<file path="config.mk">
export PLATFORM = sky130hd
export DESIGN_NAME = chrono_core
export DESIGN_NICKNAME = d
export VERILOG_FILES = /design/src/rtl/chrono_pkg.sv /design/src/rtl/chrono_tick.sv /design/src/rtl/chrono_run_ctrl.sv /design/src/rtl/chrono_digit.sv /design/src/rtl/chrono_core.sv
export SDC_FILE = /design/constraint.sdc
export NUM_CORES = 1
export LEC_CHECK = 0
export ABC_CLOCK_PERIOD_IN_PS = 2470
export BUFFER_PORTS_ARGS = -buffer_cell sky130_fd_sc_hd__buf_2
export CORE_AREA = 5 5 95 70
export DETAILED_ROUTE_END_ITERATION = 8
export DIE_AREA = 0 0 100 75
export GPL_TIMING_DRIVEN = 0
export SETUP_SLACK_MARGIN = 0.15
export SLEW_MARGIN = 0
export SYNTH_ARGS = -nofsm -noshare
export SYNTH_HDL_FRONTEND = slang
export SYNTH_SLANG_ARGS = --single-unit
</file>
<file path="constraint.sdc">
create_clock -name clk -period 2.47 [get_ports clk]
set_input_delay 0.247 -clock clk [delete_from_list [all_inputs] [get_ports clk]]
set_output_delay 0.247 -clock clk [all_outputs]
set_load 0.05 [all_outputs]
</file>
<file path="src/rtl/chrono_pkg.sv">
// Shared constants and helpers for the stopwatch core.
// Assumes six display stages, ordered least significant first.
package chrono_pkg;

    localparam int NUM_DIGITS = 6;
    localparam int DIGIT_W    = 4;

    typedef logic [DIGIT_W-1:0] bcd_t;

    // Radix of stage idx: seconds tens (3) and minutes tens (5) use tens_base.
    function automatic int stage_radix(input int idx, input int tens_base);
        return ((idx == 3) || (idx == 5)) ? tens_base : 10;
    endfunction

endpackage

</file>
<file path="src/rtl/chrono_tick.sv">
// Prescaler: emits a one-cycle enable every DIV cycles while run_i is high.
// Assumes DIV >= 1. The count holds while stopped and is cleared by reset.
module chrono_tick #(
    parameter int DIV = 1_000_000
) (
    input  logic clk,
    input  logic rst_n,
    input  logic run_i,
    output logic tick_o
);
    localparam int CW = (DIV > 1) ? $clog2(DIV) : 1;
    localparam logic [CW-1:0] LAST = CW'(DIV - 1);

    logic [CW-1:0] cnt;

    // Advance the divider only while running and restart after the last phase.
    always_ff @(posedge clk) begin
        if (!rst_n)
            cnt <= '0;
        else if (run_i)
            cnt <= (cnt == LAST) ? '0 : cnt + 1'b1;
    end

    assign tick_o = run_i && (cnt == LAST);
endmodule

</file>
<file path="src/rtl/chrono_run_ctrl.sv">
// Start/stop control: toggles the run state on each rising edge of the button.
// Assumes the button is debounced and synchronous to clk.
module chrono_run_ctrl (
    input  logic clk,
    input  logic rst_n,
    input  logic btn_i,
    output logic run_o
);
    logic btn_q;

    // Remember the previous button level and flip the run state on a new press.
    always_ff @(posedge clk) begin
        if (!rst_n) begin
            btn_q <= 1'b0;
            run_o <= 1'b0;
        end else begin
            btn_q <= btn_i;
            if (btn_i && !btn_q)
                run_o <= !run_o;
        end
    end
endmodule

</file>
<file path="src/rtl/chrono_digit.sv">
// One counter stage of radix RADIX, 4-bit encoded.
// Assumes 2 <= RADIX <= 10. at_max_o flags the last value to feed the carry chain.
module chrono_digit
    import chrono_pkg::*;
#(
    parameter int RADIX = 10
) (
    input  logic clk,
    input  logic rst_n,
    input  logic en_i,
    output bcd_t val_o,
    output logic at_max_o
);
    localparam bcd_t TOP = bcd_t'(RADIX - 1);

    // Step the digit when enabled and wrap to zero past the top value.
    always_ff @(posedge clk) begin
        if (!rst_n)
            val_o <= '0;
        else if (en_i)
            val_o <= (val_o == TOP) ? '0 : val_o + 1'b1;
    end

    assign at_max_o = (val_o == TOP);
endmodule

</file>
<file path="src/rtl/chrono_core.sv">
// Stopwatch timing core: prescaler, start/stop toggle and a mixed-radix
// six-stage counter chain (hundredths up to minutes tens).
// Assumes CLK_HZ is a multiple of 100 and 2 <= TENS_BASE <= 10.
module chrono_core
    import chrono_pkg::*;
#(
    parameter int CLK_HZ    = 100_000_000,
    parameter int TENS_BASE = 6
) (
    input  logic       clk,
    input  logic       rst_n,
    input  logic       start_stop_i,
    output logic [3:0] hundredths_o,
    output logic [3:0] tenths_o,
    output logic [3:0] sec_ones_o,
    output logic [3:0] sec_tens_o,
    output logic [3:0] min_ones_o,
    output logic [3:0] min_tens_o,
    output logic       running_o
);
    localparam int TICK_DIV = CLK_HZ / 100;

    logic                  tick;
    logic [NUM_DIGITS-1:0] stage_en;
    logic [NUM_DIGITS-1:0] at_max;
    bcd_t                  dig [NUM_DIGITS];

    chrono_run_ctrl u_ctrl (
        .clk   (clk),
        .rst_n (rst_n),
        .btn_i (start_stop_i),
        .run_o (running_o)
    );

    chrono_tick #(.DIV(TICK_DIV)) u_tick (
        .clk    (clk),
        .rst_n  (rst_n),
        .run_i  (running_o),
        .tick_o (tick)
    );

    // Ripple carry: a stage is enabled when the tick reaches it through saturated lower stages.
    always_comb begin
        stage_en[0] = tick;
        for (int i = 1; i < NUM_DIGITS; i++)
            stage_en[i] = stage_en[i-1] && at_max[i-1];
    end

    for (genvar g = 0; g < NUM_DIGITS; g++) begin : g_stage
        chrono_digit #(.RADIX(stage_radix(g, TENS_BASE))) u_digit (
            .clk      (clk),
            .rst_n    (rst_n),
            .en_i     (stage_en[g]),
            .val_o    (dig[g]),
            .at_max_o (at_max[g])
        );
    end

    assign hundredths_o = dig[0];
    assign tenths_o     = dig[1];
    assign sec_ones_o   = dig[2];
    assign sec_tens_o   = dig[3];
    assign min_ones_o   = dig[4];
    assign min_tens_o   = dig[5];
endmodule

</file>
* Word level (Yosys, flattened, before mapping) *
Cells that the tools add are included.

operators by class
  add/sub/neg operators = 7
  equality and inequality tests = 7
  muxes and demuxes = 7
  reduce and logical (&&, ||, !) cells = 9

operators by type and width
  operator               count
  $add 4x1->4 const B    6
  $mux 4                 6
  $add 20x1->20 const B  1
  $eq 20x20->1 const B   1
  $mux 20                1
  $eq 4x4->1 const B     4
  $eq 4x3->1 const B     2
  $logic_and 1x1->1      7
  $logic_not 1->1        2

word-level totals
  flip-flop bits (word level) = 46
  input port bits = 3
  output and inout port bits = 25

* Logic depth before layout (Yosys ltp) *
  word-level depth = 7
  depth in mapped cells = 8
  mapped depth without buffers = 6

* Modules after synthesis *
Synthesis repeated with hierarchy kept, for this count alone.

second synthesis, totals
  cells, all modules = 237
  area, all modules = 2,178.3 sq um

by module, submodules not included
  module                                 times used  cells each  area each (sq um)
  chrono_tick                            1           107         943.4
  chrono_digit (g_stage[0].u_digit ...)  4           20          190.2
  chrono_digit (g_stage[3].u_digit ...)  2           19          178.9
  chrono_run_ctrl                        1           7           73.8
  chrono_core                            1           5           42.5

* Worst setup path before layout *
Ideal clock, no wire load.

  path type = flip-flop to flip-flop
  start point = register u_ctrl.run_o
  end point = register g_stage[3].u_digit.val_o[2]
  library setup time = 0.070 ns
  data arrival time = 2.253 ns
  data required time = 2.400 ns
  setup slack = 0.147 ns
  stages on the path, launching flop included = 7
  path buffers = 1
  clock period less this slack = 2.323 ns
  path through = dfxtp_1 clkbuf_8 nand4_1 nor4_4 nand4_1 or3b_1 a21boi_1

on the way
  word-level cells in the longest chain between the ends = 4

RTL lines
  item                             RTL line               source
  start, declared                  chrono_run_ctrl.sv:7   output logic run_o
  start signal, assigned           chrono_run_ctrl.sv:19  run_o <= !run_o;
  $logic_and 1x1->1                chrono_tick.sv:24      assign tick_o = run_i && (cnt == LAST);
  $logic_and 1x1->1 (3 in series)  chrono_core.sv:46      stage_en[i] = stage_en[i-1] && at_max[i-1];
  end signal, assigned             chrono_digit.sv:21     val_o <= (val_o == TOP) ? '0 : val_o + 1'b1;
  end, declared                    chrono_digit.sv:11     output bcd_t val_o,

No other way between the ends.
A chain may end at the register's enable or synchronous reset.

* Worst setup path after layout *
  start point = register u_tick.cnt[6]
  end point = register g_stage[0].u_digit.val_o[1]

on the way
  word-level cells in the longest chain between the ends = 2

RTL lines
  item                    RTL line            source
  start, declared         chrono_tick.sv:14   logic [CW-1:0] cnt;
  start signal, assigned  chrono_tick.sv:21   cnt <= (cnt == LAST) ? '0 : cnt + 1'b1;
  $eq 20x20->1            chrono_tick.sv:24
  $logic_and 1x1->1       chrono_tick.sv:24
  end signal, assigned    chrono_digit.sv:21
  end, declared           chrono_digit.sv:11

No other way between the ends.

==> run_results.csv <==
group,metric,value,unit
flow_run,cap_violations,0,
floorplanning,row_count,23,
floorplanning,die_x,100,µm
logic_synthesis,synth.most_common_cell,"dfxtp_1",
floorplanning,start_util,40.7,%
global_route,grtUsageMet3,3.24,%
finish,regArea,926,µm²
finish,area_growth,16.7,%
route,drc_errors,0,
pwr,p_leak,1.04,nW
worst_hold_path,min_path_type,"input pin to flip-flop",
finish,final_util,47.5,%
route,routed_wl,4770,µm
pwr,power.density,478,mW/mm²
timing,min_period,2.23,ns
worst_setup_path,crit_arrival,2.47,ns
logic_synthesis,synth_top_cell_by_area,"dfxtp_1",
place,io_buffers,26,
global_route,busiest_layer,"met1",
finish,n_fill_cell,582,
route,post_drt_via_cell_ratio,5.17,
clocking,cts.sinks,46,
place,gp_congestion,0.780,
worst_setup_path,r2r-start,"u_tick.cnt[6]",
logic_synthesis,synthTopCellsByCount,"46 x dfxtp_1, 29 x nor2_1, 28 x nand2_1, 16 x xnor2_1, 15 x nand4_1",
logic_synthesis,synth-edff-count,0,
worst_setup_path,startpoint,"u_tick.cnt[6]",
finish,multi_input_area,0.00129,mm²
floorplanning,die_y,75,µm
timing,rsz0062_at_grt,"yes",
worst_setup_path,path_depth,7,
timing,slew_headroom,49.4,%
floorplanning,dieArea,0.00750,mm²
worst_setup_path,crit_fanout,6,
finish,drive_above_1_share,19.5,%
worst_setup_path,worstPathRequired,2.71,ns
worst_setup_path,cp_num_buf_inv,2,
logic_synthesis,syn-cell-area,0.00228,mm²
pwr,vdd_drop_max,0.222,mV
timing,setup_violations,0,
worst_setup_path,slowest_stage,"or4b_4",
logic_synthesis,ys_async_sr_fraction,0,%
logic_synthesis,synth.top_cells.by_area,"dfxtp_1 40%, xnor2_1 6.1%, nor2_1 4.8%, nand2_1 4.6%, nand4_1 4.1%",
timing,timing.setup.tns,0,ns
clocking,cts_tree,"done",
worst_setup_path,path_cells,"or4b_4 > nor4_4 > buf_4 > buf_8 > nand3_2 > or3_1 > a21boi_1",
logic_synthesis,yosys.area.top_type_share,40.4,%
logic_synthesis,seq_area_frac_synth,40.4,%
route,antenna_left,0,
logic_synthesis,postSynthCellCount,257,
timing,whs,0.162,ns
global_route,grt_use_met2,18.0,%
global_route,grt_pass1_vias,1634,
worst_hold_path,whs_path_depth,2,
timing,final.period_utilization,90.3,%
timing,worst_pin_slew,0.753,ns
logic_synthesis,syn_nets,261,
logic_synthesis,synthFlopType,"dfxtp_1",
route,first_iter_violations,44,
clocking,cts_hold_buf,0,
status,status,"finished clean",
finish,diodes,0,
route,dr.pass1.iters,4,
worst_setup_path,startpoint_type,"flip-flop",
floorplanning,core-area,0.00561,mm²
timing,drv_slew,0,
clocking,cts_buffers,5,
global_route,grt_pass1_wl,7740,µm
worst_setup_path,crit_type,"flip-flop to flip-flop",
floorplanning,io_pins,28,
route,wl_per_cell,12.8,µm
logic_synthesis,synth_cell_types,50,
global_route,grt_max_degree,16,
global_route,grt_usage,13.0,%
global_route,globalRouteMet1Util,18.9,%
finish,final_nets,301,
worst_setup_path,crit_path_max_incr_delay,0.55,ns
logic_synthesis,yosys_warnings,0,
place,hpwl,3410,µm
timing,fmax,0.449,GHz
worst_setup_path,cp_top_family,"simple AND/OR/NAND/NOR gates",
logic_synthesis,postSynthAreaPerCell,8.88,µm²
timing,skew,0.00994,ns
worst_hold_path,hp-start,"start_stop_i",
clocking,cts_max_level,2,
global_route,grt-ovfl-total,0,
clocking,clock_path_buffers,2,
timing,finalHoldViolCount,0,
clocking,worstSkewPairLatency,0.30,ns
clocking,root_buffer,"clkbuf_8",
logic_synthesis,yosys_register_bits,46,
worst_setup_path,rr_worst_depth,7,
global_route,antenna_found_initial,0,
clocking,path_clk_slew,0.09,ns
route,num_vias,1929,
worst_setup_path,end_kind,"flip-flop",
[sequential cells by signal, summed over array words and instances (netlist names)]
| name | flops |
|---|---|
| u_tick.cnt | 20 |
| u_ctrl.run_o | 1 |
| u_ctrl.btn_q | 1 |
| g_stage.u_digit.val_o | 24 |
[layer usage]
metal  up-vias  part of all wire, %
met1       901                   54
met5         -                    0
met3         8                  5.2
li1        981                    -
met4         0                  1.6
met2        39                   39
[per-stage QoR]
stage / instances / setup slack, ns / total power, mW / area (µm²)
6_report: 373 / 0.241 / 1.27 / 2660
5_1_grt: 373 / 0.129 / 1.32 / 2660
4_1_cts: 366 / 0.241 / 1.29 / 2600
3_5_place_dp: 358 / 0.282 / 0.822 / 2510
3_3_place_gp: 358 / 0.308 / 0.822 / 2510
2_1_floorplan: 257 / 0.276 / 0.809 / 2280
[path summary, 6_finish.rpt]
| check | endpoint | slack [ns] |
|---|---|---|
| max | g_stage[0].u_digit.val_o[1] | 0.24 |
| min reg2reg | g_stage[3].u_digit.val_o[0] | 0.50 |
| min | u_ctrl.btn_q | 0.16 |
| max reg2reg | g_stage[0].u_digit.val_o[1] | 0.24 |
[layout make-up]
type                            instances  share of cell area (%)
Sequential cell                        46                    34.8
Clock inverter                          3                   0.798
Timing Repair Buffer                   33                    6.86
Clock buffer                            5                    2.58
Tap cell                               75                    3.52
Inverter                                4                   0.564
Buffer                                  9                    2.49
Multi-Input combinational cell        198                    48.4
[what timing repair did]
| item | CTS | global route |
|---|---|---|
| setup endpoints to repair | 0 | 2 |
| resized for setup | 0 | 6 |
| hold endpoints to repair | 0 | 0 |
| buffers inserted | 0 | 7 |
[worst reg2reg max path, cell delays in order (launching register included)]
cell      delay [ns]
dfxtp_4         0.37
or4b_4          0.55
nor4_4          0.38
buf_4           0.18
buf_8           0.12
nand3_2         0.09
or3_1           0.37
a21boi_1        0.12
[logic make-up (layout without fill, tap and decap cells)]
| logic type | count (synthesis) | count (layout) | synth area share, % |
|---|---|---|---|
| DFF | 46 | 46 | 40.4 |
| adders and majority gates | 1 | 1 | 0.548 |
| AOI/OAI and AO/OA | 26 | 26 | 7.84 |
| and+or+nand+nor | 139 | 139 | 35.3 |
| xor gates and xnor gates | 26 | 26 | 9.98 |
| buffers and inverters | 13 | 54 | 3.34 |
| muxes | 6 | 6 | 2.69 |
[power by group]
part | internal, mW | total (mW) | switching, mW
Clock | 0.199 | 0.470 | 0.271
Sequential | 0.746 | 0.752 | 0.00599
Combinational | 0.0198 | 0.0509 | 0.0311
[placed cells by master (no fill, tap or decap), types with 2 or more instances in the layout]
| cell type | synthesis | layout |
|---|---|---|
| or3b_1 | 2 | 2 |
| nor2b_1 | 8 | 8 |
| inv_1 | 4 | 4 |
| nor3_1 | 4 | 4 |
| nand3_1 | 10 | 9 |
| o21ai_0 | 5 | 5 |
| and4_1 | 3 | 3 |
| buf_2 | 3 | 29 |
| or4bb_1 | 2 | 2 |
| a21oi_1 | 4 | 4 |
| nor3b_1 | 2 | 2 |
| o31ai_1 | 3 | 3 |
| dfxtp_1 | 46 | 44 |
| clkbuf_1 | 3 | 2 |
| xor2_1 | 10 | 10 |
| nand2b_1 | 5 | 5 |
| nand3b_1 | 2 | 2 |
| xnor2_1 | 16 | 16 |
| nand4_1 | 15 | 15 |
| nand2_1 | 28 | 28 |
| or3_1 | 6 | 6 |
| a21boi_1 | 5 | 5 |
| mux2i_1 | 5 | 5 |
| buf_4 | 0 | 7 |
| clkbuf_8 | 1 | 6 |
| a21boi_0 | 3 | 3 |
| and2_1 | 7 | 7 |
| nor2_1 | 29 | 29 |
| and3_1 | 3 | 3 |
| nor4bb_1 | 2 | 2 |
Note: power is estimated with default switching activity, not from simulation.
